$ cat src/rtl/cpscan_pkg.sv
package cpscan_pkg;

  localparam int CP_DATA_W = 32;
  localparam int CP_ADDR_W = 14;

  // Request record held toward the register file
  typedef struct packed {
    logic                 wr;
    logic [CP_ADDR_W-1:0] addr;
    logic [CP_DATA_W-1:0] data;
  } cp_req_t;

  // Packed address layout: op1[13:11] op2[10:8] crn[7:4] crm[3:0]
  function automatic logic [CP_ADDR_W-1:0] cp_pack_addr(
    input logic [2:0] op1, input logic [2:0] op2,
    input logic [3:0] crn, input logic [3:0] crm);
    return {op1, op2, crn, crm};
  endfunction

endpackage

$ cat src/rtl/cpscan_chain.sv
module cpscan_chain #(
  parameter int DATA_W = cpscan_pkg::CP_DATA_W,
  parameter int ADDR_W = cpscan_pkg::CP_ADDR_W,
  localparam int CHAIN_W = DATA_W + ADDR_W + 2
) (
  input  logic               tck,
  input  logic               rst_n,
  input  logic               sel,
  input  logic               capture,
  input  logic               shift,
  input  logic               tdi,
  input  logic [CHAIN_W-1:0] cap_word,
  output logic [CHAIN_W-1:0] word_o,
  output logic               tdo,
  output logic               tdo_en
);

  logic [CHAIN_W-1:0] sr_q;
  logic               cap_evt;
  logic               shf_evt;

  assign cap_evt = sel && capture;
  assign shf_evt = sel && shift && !capture;

  always_ff @(posedge tck or negedge rst_n) begin
    if (!rst_n) begin
      sr_q <= '0;
    end else if (cap_evt) begin
      sr_q <= cap_word;
    end else if (shf_evt) begin
      sr_q <= {tdi, sr_q[CHAIN_W-1:1]};
    end
  end

  assign tdo_en = sel && shift;
  assign tdo    = tdo_en ? sr_q[0] : 1'b0;
  assign word_o = sr_q;

  AST_HOLD_UNSEL: assert property (@(posedge tck) disable iff (!rst_n)
    !(sel && (capture || shift)) |=> $stable(sr_q));

endmodule

$ cat src/rtl/cpscan_xfer.sv
module cpscan_xfer #(
  parameter int DATA_W = cpscan_pkg::CP_DATA_W,
  parameter int ADDR_W = cpscan_pkg::CP_ADDR_W,
  localparam int CHAIN_W  = DATA_W + ADDR_W + 2,
  localparam int ACC_POS  = DATA_W,
  localparam int ADDR_LSB = DATA_W + 1,
  localparam int WR_POS   = CHAIN_W - 1
) (
  input  logic               tck,
  input  logic               rst_n,
  input  logic               upd_en,
  input  logic [CHAIN_W-1:0] word_i,
  output logic               cp_req,
  output logic [ADDR_W-1:0]  cp_addr,
  output logic               cp_wr,
  output logic [DATA_W-1:0]  cp_wdata,
  input  logic [DATA_W-1:0]  cp_rdata,
  input  logic               cp_done,
  output logic               complete_o,
  output logic [DATA_W-1:0]  rdbuf_o
);

  function automatic logic f_access(input logic [CHAIN_W-1:0] w);
    return w[ACC_POS];
  endfunction

  function automatic logic [ADDR_W-1:0] f_addr(input logic [CHAIN_W-1:0] w);
    return w[ADDR_LSB +: ADDR_W];
  endfunction

  function automatic logic f_write(input logic [CHAIN_W-1:0] w);
    return w[WR_POS];
  endfunction

  logic              req_q;
  logic              wr_q;
  logic [ADDR_W-1:0] addr_q;
  logic [DATA_W-1:0] wdata_q;
  logic              complete_q;
  logic [DATA_W-1:0] rdbuf_q;
  logic              launch_evt;
  logic              finish_evt;

  assign launch_evt = upd_en && f_access(word_i) && !req_q;
  assign finish_evt = req_q && cp_done;

  always_ff @(posedge tck or negedge rst_n) begin
    if (!rst_n) begin
      req_q      <= 1'b0;
      wr_q       <= 1'b0;
      addr_q     <= '0;
      wdata_q    <= '0;
      complete_q <= 1'b0;
      rdbuf_q    <= '0;
    end else if (launch_evt) begin
      req_q      <= 1'b1;
      wr_q       <= f_write(word_i);
      addr_q     <= f_addr(word_i);
      wdata_q    <= word_i[DATA_W-1:0];
      complete_q <= 1'b0;
    end else if (finish_evt) begin
      req_q      <= 1'b0;
      complete_q <= 1'b1;
      if (!wr_q) rdbuf_q <= cp_rdata;
    end
  end

  assign cp_req     = req_q;
  assign cp_wr      = wr_q;
  assign cp_addr    = addr_q;
  assign cp_wdata   = wdata_q;
  assign complete_o = complete_q;
  assign rdbuf_o    = rdbuf_q;

  AST_REQ_HOLD: assert property (@(posedge tck) disable iff (!rst_n)
    (cp_req && !cp_done) |=> (cp_req && $stable(cp_addr) && $stable(cp_wr) && $stable(cp_wdata)));

  AST_REQ_DROP: assert property (@(posedge tck) disable iff (!rst_n)
    (cp_req && cp_done) |=> (!cp_req && complete_o));

  AST_LAUNCH_CLEARS: assert property (@(posedge tck) disable iff (!rst_n)
    launch_evt |=> (cp_req && !complete_o));

  AST_LAUNCH_DIR: assert property (@(posedge tck) disable iff (!rst_n)
    launch_evt |=> (cp_wr == $past(word_i[WR_POS])));

  AST_BUSY_IGNORE: assert property (@(posedge tck) disable iff (!rst_n)
    (upd_en && cp_req && !cp_done) |=> $stable(cp_addr));

  AST_NOP_QUIET: assert property (@(posedge tck) disable iff (!rst_n)
    (upd_en && !word_i[ACC_POS] && !cp_req) |=> !cp_req);

endmodule

$ cat src/rtl/cpreg_scan_port.sv
module cpreg_scan_port #(
  parameter int DATA_W = cpscan_pkg::CP_DATA_W,
  parameter int ADDR_W = cpscan_pkg::CP_ADDR_W,
  localparam int CHAIN_W = DATA_W + ADDR_W + 2
) (
  input  logic              tck,
  input  logic              tap_rst_n,
  input  logic              chain_sel,
  input  logic              capture_dr,
  input  logic              shift_dr,
  input  logic              update_dr,
  input  logic              tdi,
  output logic              tdo,
  output logic              tdo_en,
  output logic              cp_req,
  output logic [ADDR_W-1:0] cp_addr,
  output logic              cp_wr,
  output logic [DATA_W-1:0] cp_wdata,
  input  logic [DATA_W-1:0] cp_rdata,
  input  logic              cp_done
);

  // Capture word: zeros above the status bit, status, then read buffer
  function automatic logic [CHAIN_W-1:0] f_capture(
    input logic [DATA_W-1:0] rd, input logic fin);
    return {{(ADDR_W+1){1'b0}}, fin, rd};
  endfunction

  logic [CHAIN_W-1:0] cap_word;
  logic [CHAIN_W-1:0] chain_word;
  logic               complete;
  logic [DATA_W-1:0]  rdbuf;
  logic               upd_en;

  assign cap_word = f_capture(rdbuf, complete);
  assign upd_en   = chain_sel && update_dr;

  cpscan_chain #(.DATA_W(DATA_W), .ADDR_W(ADDR_W)) u_chain (
    .tck      (tck),
    .rst_n    (tap_rst_n),
    .sel      (chain_sel),
    .capture  (capture_dr),
    .shift    (shift_dr),
    .tdi      (tdi),
    .cap_word (cap_word),
    .word_o   (chain_word),
    .tdo      (tdo),
    .tdo_en   (tdo_en)
  );

  cpscan_xfer #(.DATA_W(DATA_W), .ADDR_W(ADDR_W)) u_xfer (
    .tck        (tck),
    .rst_n      (tap_rst_n),
    .upd_en     (upd_en),
    .word_i     (chain_word),
    .cp_req     (cp_req),
    .cp_addr    (cp_addr),
    .cp_wr      (cp_wr),
    .cp_wdata   (cp_wdata),
    .cp_rdata   (cp_rdata),
    .cp_done    (cp_done),
    .complete_o (complete),
    .rdbuf_o    (rdbuf)
  );

  AST_TDO_IDLE: assert property (@(posedge tck) disable iff (!tap_rst_n)
    !(chain_sel && shift_dr) |-> (!tdo_en && !tdo));

  AST_ADDR_FROM_CHAIN: assert property (@(posedge tck) disable iff (!tap_rst_n)
    (upd_en && chain_word[DATA_W] && !cp_req) |=> (cp_addr == $past(chain_word[DATA_W+1 +: ADDR_W])));

endmodule

$ cat config.mk
export PLATFORM = sky130hd
export DESIGN_NAME = cpreg_scan_port
export DESIGN_NICKNAME = d
export VERILOG_FILES = /design/src/rtl/cpscan_pkg.sv /design/src/rtl/cpscan_chain.sv /design/src/rtl/cpscan_xfer.sv /design/src/rtl/cpreg_scan_port.sv
export SDC_FILE = /design/constraint.sdc
export NUM_CORES = 1
export LEC_CHECK = 0
export BUFFER_PORTS_ARGS = -buffer_cell sky130_fd_sc_hd__buf_4
export CORE_MARGIN = 2
export CORE_UTILIZATION = 55
export DETAILED_ROUTE_END_ITERATION = 7
export GPL_TIMING_DRIVEN = 1
export PLACE_DENSITY_LB_ADDON = 0.05
export REMOVE_ABC_BUFFERS = 1
export SKIP_CTS_REPAIR_TIMING = 1
export SYNTH_ARGS = -nofsm -noshare
export SYNTH_HDL_FRONTEND = slang
export SYNTH_HIERARCHICAL = 1
export SYNTH_SLANG_ARGS = --single-unit
$ cat constraint.sdc
create_clock -name tck -period 1.4 [get_ports tck]
set_clock_uncertainty 0.05 [all_clocks]
set_input_delay 0.07 -clock tck [delete_from_list [all_inputs] [get_ports tck]]
set_output_delay 0.07 -clock tck [all_outputs]
set_load 0.1 [all_outputs]
## Word-level counts from Yosys, hierarchy flattened

Cells that the tools add are included.

| storage, ports and cells | value |
|---|---|
| register bits | 129 |
| bits of input ports | 40 |
| output and inout port bits | 50 |

| cells by class | value |
|---|---|
| mux-type cells | 7 |
| bitwise operators | 2 |
| reductions and logical operators | 12 |

Operators by type and width:

| cell | number |
|---|---|
| $mux W48 | 2 |
| $logic_and A1 B1 Y1 | 7 |
| $mux W1 | 5 |
| $reduce_bool A2 Y1 | 2 |
| $reduce_and A3 Y1 | 1 |
| $logic_not A1 Y1 | 2 |
| $not A1 Y1 | 2 |

## Longest topological paths before layout

Gate-level depths: netlist of the first run.

| depth | value |
|---|---|
| depth in word-level cells | 5 |
| depth in mapped cells | 5 |

## Hierarchy

Netlist of the first run, hierarchy kept.

Modules (own cells, without submodules):

| module | times used | cells each | area an instance (µm²) |
|---|---|---|---|
| cpscan_xfer | 1 | 174 | 3094.2 |
| cpscan_chain | 1 | 265 | 2473.6 |
| cpreg_scan_port | 1 | 2 | 10.0 |

## Worst setup path after synthesis of the first run

No wires, ideal clock.

| timing path | value |
|---|---|
| path kind | reg2reg |
| from | register u_xfer.req_q, in the netlist u_xfer/cp_req |
| to | register u_xfer.wdata_q[16], in the netlist u_xfer/cp_wdata[16] |
| setup time | 0.125 ns |
| arrival time | 1.841 ns |
| path slack | -0.617 ns |
| stages on the path, launching flop included | 5 |
| path buffers | 2 |
| period minus slack after synthesis | 2.017 ns |
| cells stage by stage | dfrtp_1 > nand3b_4 > buf_6 > buf_6 > mux2_4 |

| on the way | value |
|---|---|
| cells in the longest elaborated chain, start to end | 2 |

Ends and longest elaborated chain:

| what | line | text |
|---|---|---|
| from (decl) | cpscan_xfer.sv:35 | `logic req_q;` |
| from (signal assigned) | cpscan_xfer.sv:49 | `req_q <= 1'b0;` |
| from (signal assigned) | cpscan_xfer.sv:56 | `req_q <= 1'b1;` |
| from (signal assigned) | cpscan_xfer.sv:62 | `req_q <= 1'b0;` |
| $logic_not A1 Y1 | cpscan_xfer.sv:44 | `assign launch_evt = upd_en && f_access(word_i) && !req_q;` |
| $logic_and A1 B1 Y1 | cpscan_xfer.sv:44 |  |
| to (signal assigned) | cpscan_xfer.sv:59 | `wdata_q <= word_i[DATA_W-1:0];` |
| to (decl) | cpscan_xfer.sv:38 | `logic [DATA_W-1:0] wdata_q;` |

Every way passes these cells.
A chain may end at the register's enable or synchronous reset.

## Worst setup path in the final report of the first run

| timing path | value |
|---|---|
| from | register u_chain.sr_q[0], in the netlist u_chain/word_o[0] |
| to | output port tdo |

| on the way | value |
|---|---|
| cells in the longest elaborated chain, start to end | 1 |

Ends and longest elaborated chain:

| what | line | text |
|---|---|---|
| from (decl) | cpscan_chain.sv:18 | `logic [CHAIN_W-1:0] sr_q;` |
| from (signal assigned) | cpscan_chain.sv:29 | `sr_q <= cap_word;` |
| from (signal assigned) | cpscan_chain.sv:31 | `sr_q <= {tdi, sr_q[CHAIN_W-1:1]};` |
| $mux W1 | cpscan_chain.sv:36 | `assign tdo = tdo_en ? sr_q[0] : 1'b0;` |
| to (decl) | cpreg_scan_port.sv:13 | `output logic tdo,` |

Every way passes these cells.

==> results.py, run 1 <==
metrics = {
    "synth": {
        "yosysSeqAreaShare": 0.5787,
        "synth-warning-count": 6,
        "syn_area_per_cell_um2": 12.65,
        "synthCells": 441,
        "synth_cell_types": 19,
        "synthesis.area_mm2": 0.005578,
        "synth_seq_cells": 129,
    },
    "setup_path": {
        "cp.required_ps": 1280,
        "cp_num_buf_inv": 1,
        "critPathTopFamily": "flip-flops",
        "path_cells": "and3_4, buf_12",
        "cp_slowest_stage_delay_ps": 370,
        "start_kind": "flop",
        "reg2reg_to": "u_xfer/rdbuf_o[23]",
        "slowest_stage": "dfrtp_1",
        "path_class": "reg -> out",
        "ff2ff_setup_slack_ps": 90,
        "worst-r2r-cell-count": 3,
        "cp-startpoint": "u_chain/word_o[0]",
        "end_kind": "output pin",
        "r2r-start": "u_xfer/cp_req",
        "critPathMaxFanout": 3,
        "crit_arrival_ps": 1260,
    },
    "cells_and_area": {
        "multi_input_area_mm2": 0.001903,
        "antennaDiodeCount": 0,
        "nets": 630,
        "area_growth_pct": 35.17,
        "n_fill_cell": 647,
        "seq_area_mm2": 0.003228,
        "design_area_mm2": 0.007540,
        "layout-drive-gt1-share": 0.3600,
        "instances_no_fill": 733,
    },
    "global_routing": {
        "grt_pass1_wl_mm": 19.30,
        "antenna_found_initial": 0,
        "first_global_vias": 3927,
        "track_usage": 0.2239,
        "grt_max_degree": 49,
        "grt.overflow.total": 0,
    },
    "run_status": {
        "status": "completed",
    },
    "routing": {
        "routed-via-count": 3906,
        "routedWlPerCell_um": 16.29,
        "drc": 0,
        "dr.pass1.iters": 6,
        "vias_per_cell": 5.329,
        "ant_nets": 0,
        "dr.first_iter.drc_count": 340,
        "routed_wl_mm": 11.94,
    },
    "floorplan": {
        "fp.dieArea_mm2": 0.01096,
        "die_x_um": 104.7,
        "initial_core_util": 0.5680,
        "die_y_um": 104.7,
        "rows": 36,
        "io_pins": 90,
        "coreArea_mm2": 0.009819,
    },
    "timing": {
        "rsz0062_at_grt": "true",
        "period_share": 0.9855,
        "fmax_ghz": 0.7248,
        "relSlewSlack": 0.2101,
        "drv_slew": 0,
        "setup_viol": 0,
        "fin_crit_ps": 1380,
        "tightest_slew_ps": 1182,
        "hold_violations": 0,
    },
    "clocking": {
        "numCtsBuffers": 17,
        "cts_tree": "built",
        "ctsRootBufferMaster": "clkbuf_8",
        "h-tree-depth": 4,
        "cts_buffer_depth": 2,
        "clkSlewWorstSetupHoldPaths_ps": 60,
        "cts.sinks": 129,
        "clock_latency_ps": 520,
    },
    "placement": {
        "dp_cells": 665,
        "io_buffers": 89,
        "postPlaceCellArea_mm2": 0.006561,
        "dpl.hpwl_mm": 7.145,
        "routabilityCongestion": 0.7297,
    },
    "min_path": {
        "hp-class": "in -> async",
    },
    "run": {
        "max-cap-violations": 0,
    },
}
==> sequential cells by signal (all words and copies together) (netlist names) <==
signal             count
u_chain/word_o        48
u_xfer/cp_wdata       32
u_xfer/rdbuf_o        32
u_xfer/cp_addr        14
u_xfer/complete_o      1
u_xfer/cp_req          1
u_xfer/cp_wr           1
==> routing by layer <==
| metal | share of wire | wire length (um) | global-route usage |
|---|---|---|---|
| met5 | 0 | 0 | 0 |
| met4 | 0.017 | 199 | 0.09524 |
| met3 | 0.057 | 677 | 0.05614 |
| met2 | 0.50 | 5997 | 0.3627 |
| met1 | 0.42 | 5063 | 0.2880 |
==> area by class of cell <==
| class | instances | share of cell area |
|---|---|---|
| inverters | 97 | 0.04829 |
| multi-input cells | 201 | 0.2524 |
| well taps | 133 | 0.02207 |
| clock buffers | 23 | 0.06057 |
| flip-flops and latches | 129 | 0.4281 |
| clock inverters | 6 | 0.01427 |
| repair buffers | 144 | 0.1742 |
==> worst max-delay path by stage <==
stage                    endpoint  depth (start not counted)
5_1_grt                       tdo                          2
6_report                      tdo                          2
2_1_floorplan   u_xfer/rdbuf_o[0]                          2
3_3_place_gp   u_chain/word_o[22]                          3
3_5_place_dp   u_chain/word_o[16]                          3
4_1_cts                       tdo                          2
==> Yosys cell counts, drive strengths merged <==
| library cell | count | share of area |
|---|---|---|
| clkbuf | 11 | 0.0074 |
| a21oi | 1 | 0.00090 |
| nand3b | 2 | 0.0049 |
| and3 | 1 | 0.0011 |
| buf | 17 | 0.021 |
| a31oi | 1 | 0.0011 |
| mux2 | 79 | 0.17 |
| inv | 97 | 0.065 |
| nor2b | 49 | 0.055 |
| a222oi | 48 | 0.086 |
| dfrtp | 129 | 0.58 |
| o21ai | 2 | 0.0018 |
| conb | 1 | 0.00067 |
| and2 | 3 | 0.0034 |
==> layout by cell type (no fill, tap or decap) <==
cell type / instances
dfrtp_1: 129
inv_1: 97
buf_4: 94
mux2_2: 60
nor2b_1: 48
a222oi_1: 48
dlygate4sd3_1: 37
mux2_4: 19
clkbuf_16: 16
conb_1: 15
buf_12: 10
clkbuf_1: 4
clkbuf_8: 3
bufinv_16: 3
and2_1: 2
clkinv_2: 2
buf_6: 2
clkinvlp_4: 1
buf_8: 1
and3_4: 1
and2_2: 1
nor2b_4: 1
o21ai_4: 1
nand3b_4: 1
nand3b_1: 1
o21ai_0: 1
a21oi_1: 1
a31oi_1: 1
==> stage by stage <==
| step | hold WS (ps) | utilization | worst slack (ps) | setup TNS (ps) |
|---|---|---|---|---|
| 2_1_floorplan | -275.6 | - | -1272 | -111400 |
| 3_3_place_gp | -24.84 | 0.6682 | -124.5 | -5714 |
| 3_5_place_dp | -22.18 | 0.6682 | -178.4 | -6761 |
| 4_1_cts | -579.7 | 0.7257 | -131.7 | -184.2 |
| 5_1_grt | 47.41 | 0.7678 | -21.45 | -21.45 |
| 6_report | 6.272 | 0.7678 | 20.25 | 0 |
==> cells by family (layout without fill, tap and decap cells) <==
| kind of cell | Yosys count | count (layout) | share of synthesized area |
|---|---|---|---|
| compound gates | 52 | 52 | 0.08995 |
| buf+inv | 125 | 270 | 0.09399 |
| flops | 129 | 129 | 0.5787 |
| mux | 79 | 79 | 0.1723 |
| other cells | 1 | 15 | 0.0006723 |
| simple gates | 55 | 55 | 0.06438 |
Power of run 1 is left out: the tool's default activity adds up to more than one toggle a clock period on the data nets, which glitch-free logic cannot reach.
==> run 2: changes to the inputs <==
--- a/constraint.sdc
+++ b/constraint.sdc
@@ -4,2 +4,2 @@
 set_output_delay 0.07 -clock tck [all_outputs]
-set_load 0.1 [all_outputs]
+set_load 0.005 [all_outputs]
==> results.py, run 2 (synthesized netlist as in run 1, its figures left out) <==
metrics = {
    "run_status": {
        "status": "completed",
    },
    "clocking": {
        "clkSlewWorstSetupHoldPaths_ps": 60,
        "cts_tree": "built",
        "numCtsBuffers": 17,
        "cts.sinks": 129,
        "ctsRootBufferMaster": "clkbuf_8",
        "clock_latency_ps": 510,
        "cts_buffer_depth": 2,
        "h-tree-depth": 4,
    },
    "floorplan": {
        "io_pins": 90,
        "die_x_um": 104.7,
        "die_y_um": 104.7,
        "initial_core_util": 0.5680,
        "rows": 36,
        "fp.dieArea_mm2": 0.01096,
        "coreArea_mm2": 0.009819,
    },
    "setup_path": {
        "end_kind": "output pin",
        "critPathTopFamily": "flip-flops",
        "worst-r2r-cell-count": 3,
        "path_class": "reg -> out",
        "cp-startpoint": "u_chain/word_o[0]",
        "slowest_stage": "dfrtp_1",
        "critPathMaxFanout": 3,
        "cp.required_ps": 1280,
        "cp_slowest_stage_delay_ps": 400,
        "crit_arrival_ps": 1220,
        "cp-endpoint": "tdo",
        "start_kind": "flop",
        "r2r-start": "u_chain/word_o[32]",
        "cp_num_cells": 2,
        "ff2ff_setup_slack_ps": 80,
        "reg2reg_to": "u_xfer/cp_wdata[6]",
        "path_cells": "and3_1, buf_4",
        "cp_num_buf_inv": 1,
    },
    "routing": {
        "m1WireLength_mm": 5.163,
        "met3WireLength_um": 608,
        "routed_wl_mm": 12.21,
        "dr_wl_met2_mm": 6.279,
        "dr.pass1.iters": 6,
        "vias_per_cell": 5.355,
        "highest_layer": "met4",
        "routedWlPerCell_um": 16.65,
        "ant_nets": 0,
        "dr.first_iter.drc_count": 361,
        "routed-via-count": 3925,
        "drc": 0,
    },
    "power_and_ir_drop": {
        "intPower_uw": 10690,
        "report.power.total_uw": 14620,
        "leakage_uw": 0.003676,
        "p_per_area_mw_per_mm2": 1943,
        "power_frac_seq": 0.428,
        "clockPowerShare": 0.298,
        "swShare": 0.2687,
        "p_sw_uw": 3928,
        "ir_drop_mv": 0.9960,
        "p_comb_frac": 0.273,
    },
    "placement": {
        "dpl.hpwl_mm": 7.010,
        "io_buffers": 89,
        "routabilityCongestion": 0.7220,
        "dp_cells": 664,
    },
    "timing": {
        "fin_crit_ps": 1343,
        "fmax_ghz": 0.7444,
        "hold_violations": 0,
        "period_share": 0.9595,
        "setup_viol": 0,
        "relSlewSlack": 0.1974,
        "rsz0062_at_grt": "false",
        "setup-tns-final_ps": 0,
        "drv_slew": 0,
        "tightest_slew_ps": 1201,
    },
    "cells_and_area": {
        "largest_reg_flops": 48,
        "antennaDiodeCount": 0,
        "final_util": 0.7662,
        "instances_no_fill": 733,
        "seq_area_mm2": 0.003228,
        "n_fill_cell": 650,
        "layout_common_cells": "dfrtp_1 (129), inv_1 (97), buf_4 (95)",
        "multi_input_area_mm2": 0.001898,
        "nets": 628,
        "final_common_cell": "dfrtp_1",
        "area_growth_pct": 34.88,
        "layout-drive-gt1-share": 0.3650,
    },
    "global_routing": {
        "antenna_found_initial": 0,
        "grt_pass1_wl_mm": 19.42,
        "grt.overflow.total": 0,
        "track_usage": 0.2246,
        "first_global_vias": 3895,
        "grt_max_degree": 49,
    },
    "min_path": {
        "hp-class": "in -> async",
    },
    "run": {
        "max-cap-violations": 0,
    },
}
[run 2: cell count changes in the layout (fill, tap and decap cells not counted)]
cell | previous run | this run
and3_1 | 0 | 1
and3_4 | 1 | 0
buf_12 | 10 | 9
buf_4 | 94 | 95
buf_6 | 2 | 1
buf_8 | 1 | 0
clkbuf_1 | 4 | 0
clkbuf_8 | 3 | 4
clkinv_2 | 2 | 6
clkinv_4 | 0 | 1
[run 2: worst min-delay path by stage]
stage	depth (start not counted)	end	start	slack, ps
after floorplan	0	u_chain/word_o[0]	tap_rst_n	-280
final	2	u_xfer/cp_addr[6]	tap_rst_n	20
after detailed placement	1	u_xfer/cp_addr[6]	tap_rst_n	-20
after global placement	1	u_xfer/cp_addr[6]	tap_rst_n	-20
after global routing	2	u_xfer/cp_addr[6]	tap_rst_n	60
after CTS	1	u_xfer/cp_addr[6]	tap_rst_n	-550
[run 2: area by class of cell]
type                    count  area share
flip-flops and latches    129      0.4291
multi-input cells         201      0.2523
repair buffers            142      0.1695
clock buffers              20     0.06054
inverters                  97     0.04840
well taps                 133     0.02212
clock inverters            11     0.01813
[run 2: per-stage QoR]
step           area [um2]  worst slack, ps  hold WS (ps)
2_1_floorplan        5470           -722.2        -275.6
3_3_place_gp         6554           -116.9        -16.72
3_5_place_dp         6554           -196.9        -17.94
4_1_cts              7146            17.32        -554.4
5_1_grt              7523            15.74         55.66
6_report             7523            56.67         18.45
[run 2: worst register-to-register path, cell delays in order (launching register included)]
cell,delay (ps)
dfrtp_1,430
nand3b_4,160
buf_12,200
mux2_2,360
[run 2: power groups by stage]
stage	Clock (uW)	Sequential, uW	Combinational [uW]
global route	4610	6480	4340
detailed placement	0	6300	3870
floorplan	0	6100	2100
global placement	0	6240	3740
finish	4360	6260	3990
CTS	4440	6280	3920
[run 2: metal layers]
| layer | vias up | track usage |
|---|---|---|
| li1 | 1787 | - |
| met1 | 1979 | 0.2929 |
| met2 | 143 | 0.3730 |
| met3 | 16 | 0.05490 |
| met4 | 0 | 0.07048 |
| met5 | - | 0 |
Note: power is estimated with default switching activity, not from simulation.
==> run 3: changes to the inputs <==
CORE_UTILIZATION = 50   (was 55)
SYNTH_HIERARCHICAL = unset   (was 1)
==> results.py, run 3 <==
metrics = {
    "global_routing": {
        "track_usage": 0.2028,
        "grt_pass1_wl_mm": 18.33,
        "antenna_found_initial": 0,
        "first_global_vias": 3512,
        "grt_max_degree": 42,
        "grt.overflow.total": 0,
    },
    "clocking": {
        "h-tree-depth": 4,
        "ctsRootBufferMaster": "clkbuf_8",
        "clock_latency_ps": 520,
        "clkSlewWorstSetupHoldPaths_ps": 60,
        "cts_tree": "built",
        "numCtsBuffers": 17,
        "cts_buffer_depth": 2,
        "cts.sinks": 129,
    },
    "power_and_ir_drop": {
        "p_per_area_mw_per_mm2": 1790,
        "power_frac_seq": 0.433,
        "clockPowerShare": 0.327,
        "intPower_uw": 10070,
        "ir_drop_mv": 0.9048,
        "swShare": 0.2505,
        "p_sw_uw": 3365,
        "p_comb_frac": 0.241,
        "leakage_uw": 0.003473,
    },
    "routing": {
        "routed-via-count": 3615,
        "dr.pass1.iters": 4,
        "ant_nets": 0,
        "routedWlPerCell_um": 17.94,
        "drc": 0,
        "dr.first_iter.drc_count": 148,
        "vias_per_cell": 5.477,
        "routed_wl_mm": 11.84,
    },
    "floorplan": {
        "coreArea_mm2": 0.01089,
        "die_x_um": 109.6,
        "initial_core_util": 0.5125,
        "rows": 38,
        "die_y_um": 109.6,
        "io_pins": 90,
        "fp.dieArea_mm2": 0.01202,
    },
    "timing": {
        "rsz0062_at_grt": "true",
        "hold_violations": 0,
        "relSlewSlack": 0.4263,
        "fmax_ghz": 0.7304,
        "setup_viol": 0,
        "fin_crit_ps": 1369,
        "drv_slew": 0,
        "period_share": 0.9780,
        "tightest_slew_ps": 854.8,
        "setup-tns-final_ps": 0,
    },
    "setup_path": {
        "cp.required_ps": 1750,
        "slowest_stage": "dfrtp_1",
        "critPathTopFamily": "flip-flops",
        "ff2ff_setup_slack_ps": 30,
        "cp_slowest_stage_delay_ps": 390,
        "cp_num_buf_inv": 1,
        "start_kind": "flop",
        "r2r-start": "u_xfer.cp_req",
        "worst-r2r-cell-count": 3,
        "path_class": "reg -> reg",
        "critPathMaxFanout": 15,
        "reg2reg_to": "u_xfer.cp_wdata[28]",
        "path_cells": "nand4b_4, clkbuf_16, mux2_4",
        "end_kind": "flop",
        "crit_arrival_ps": 1720,
    },
    "synth": {
        "ys.flop_type": "dfrtp_1",
        "yosysMostFrequentCell": "dfrtp_1",
        "synth_area_leaders": "dfrtp_1 (58%), mux2_2 (12%), o211a_1 (5.9%)",
        "synth_seq_cells": 129,
        "synth_cell_types": 28,
        "synthesis.area_mm2": 0.005580,
        "synth-warning-count": 0,
        "syn_area_per_cell_um2": 15.04,
        "yosys.area.top_type_share": 0.5785,
        "synth_top_area_cell": "dfrtp_1",
        "yosysSeqAreaShare": 0.5785,
        "synth_top_cells_by_count": "dfrtp_1 (129), mux2_2 (60), nand3b_1 (34)",
        "synth_edf_count": 0,
        "synthCells": 371,
        "synthArstFlopShare": 1.000,
    },
    "cells_and_area": {
        "layout-drive-gt1-share": 0.4250,
        "layout_common_cells": "dfrtp_1 (128), buf_4 (98), mux2_2 (60)",
        "design_area_mm2": 0.007506,
        "largest_reg_flops": 48,
        "final_util": 0.6894,
        "final_common_cell": "dfrtp_1",
        "area_growth_pct": 34.51,
        "nets": 547,
        "antennaDiodeCount": 0,
        "n_fill_cell": 768,
    },
    "placement": {
        "routabilityCongestion": 0.7482,
        "postPlaceCellArea_mm2": 0.006456,
        "dpl.hpwl_mm": 7.158,
        "io_buffers": 89,
    },
    "min_path": {
        "hold_path.startpoint": "shift_dr",
        "hold_depth": 3,
        "hp-class": "in -> reg",
        "min_to": "u_chain.word_o[21]",
    },
    "run": {
        "max-cap-violations": 0,
    },
    "run_status": {
        "status": "completed",
    },
}
## run 3: per-stage QoR
step | total power (uW) | instances | setup WS [ps] | hold WS [ps]
floorplan | 7496 | 338 | -515.3 | -275.6
global placement | 8899 | 584 | 68.15 | -59.69
detailed placement | 9013 | 584 | 30.34 | -54.01
CTS | 13420 | 616 | 28.88 | -615.9
global route | 14170 | 660 | -0.6262 | 14.88
finish | 13430 | 660 | 30.80 | 13.97
## run 3: tightest hold or removal path: cells and delay by family
| kind | cells | cell delay [ps] |
|---|---|---|
| AOI/OAI and AO/OA | 1 | 140 |
| and+or+nand+nor | 1 | 180 |
| buffers and inverters | 1 | 160 |
## run 3: power by group through the flow
stage | Sequential, uW | Clock (uW) | Combinational [uW]
CTS | 5810 | 4450 | 3160
global placement | 5820 | 0 | 3080
floorplan | 5670 | 0 | 1830
detailed placement | 5870 | 0 | 3150
global route | 5990 | 4660 | 3520
finish | 5810 | 4390 | 3230
## run 3: cell families (layout without fill, tap and decap cells)
group | after synthesis | in the layout | share of synthesized area
mux | 79 | 79 | 0.1722
buf+inv | 35 | 184 | 0.03475
simple gates | 75 | 75 | 0.1253
compound gates | 53 | 53 | 0.08924
flops | 129 | 129 | 0.5785
## run 3: final cells by class
type                    instances  area (um2)  area share
repair buffers                150        1343      0.1789
clock inverters                14       165.2     0.02200
inverters                       2       7.507    0.001000
multi-input cells             207        2158      0.2875
well taps                     140       175.2     0.02334
flip-flops and latches        129        3229      0.4302
clock buffers                  18       427.9     0.05701
## run 3: how the worst max path moves through the flow
stage                       startpoint  depth (start not counted)  slack (ps)             endpoint
floorplan                 u_xfer.cp_wr                          2        -520    u_xfer.rdbuf_o[0]
global placement          u_xfer.cp_wr                          3          70   u_xfer.rdbuf_o[24]
detailed placement  u_chain.word_o[32]                          3          30    u_xfer.cp_addr[9]
CTS                 u_chain.word_o[32]                          3          30    u_xfer.cp_addr[9]
global route             u_xfer.cp_req                          3        -0.6  u_xfer.cp_wdata[28]
finish                   u_xfer.cp_req                          3          30  u_xfer.cp_wdata[28]
## run 3: routing by layer
metal,vias up,wire length (um),GRT usage
met1,1852,5669,0.2730
met4,0,135,0.07866
met3,10,362,0.05394
met2,74,5672,0.3148
li1,1679,-,-
met5,-,0,0
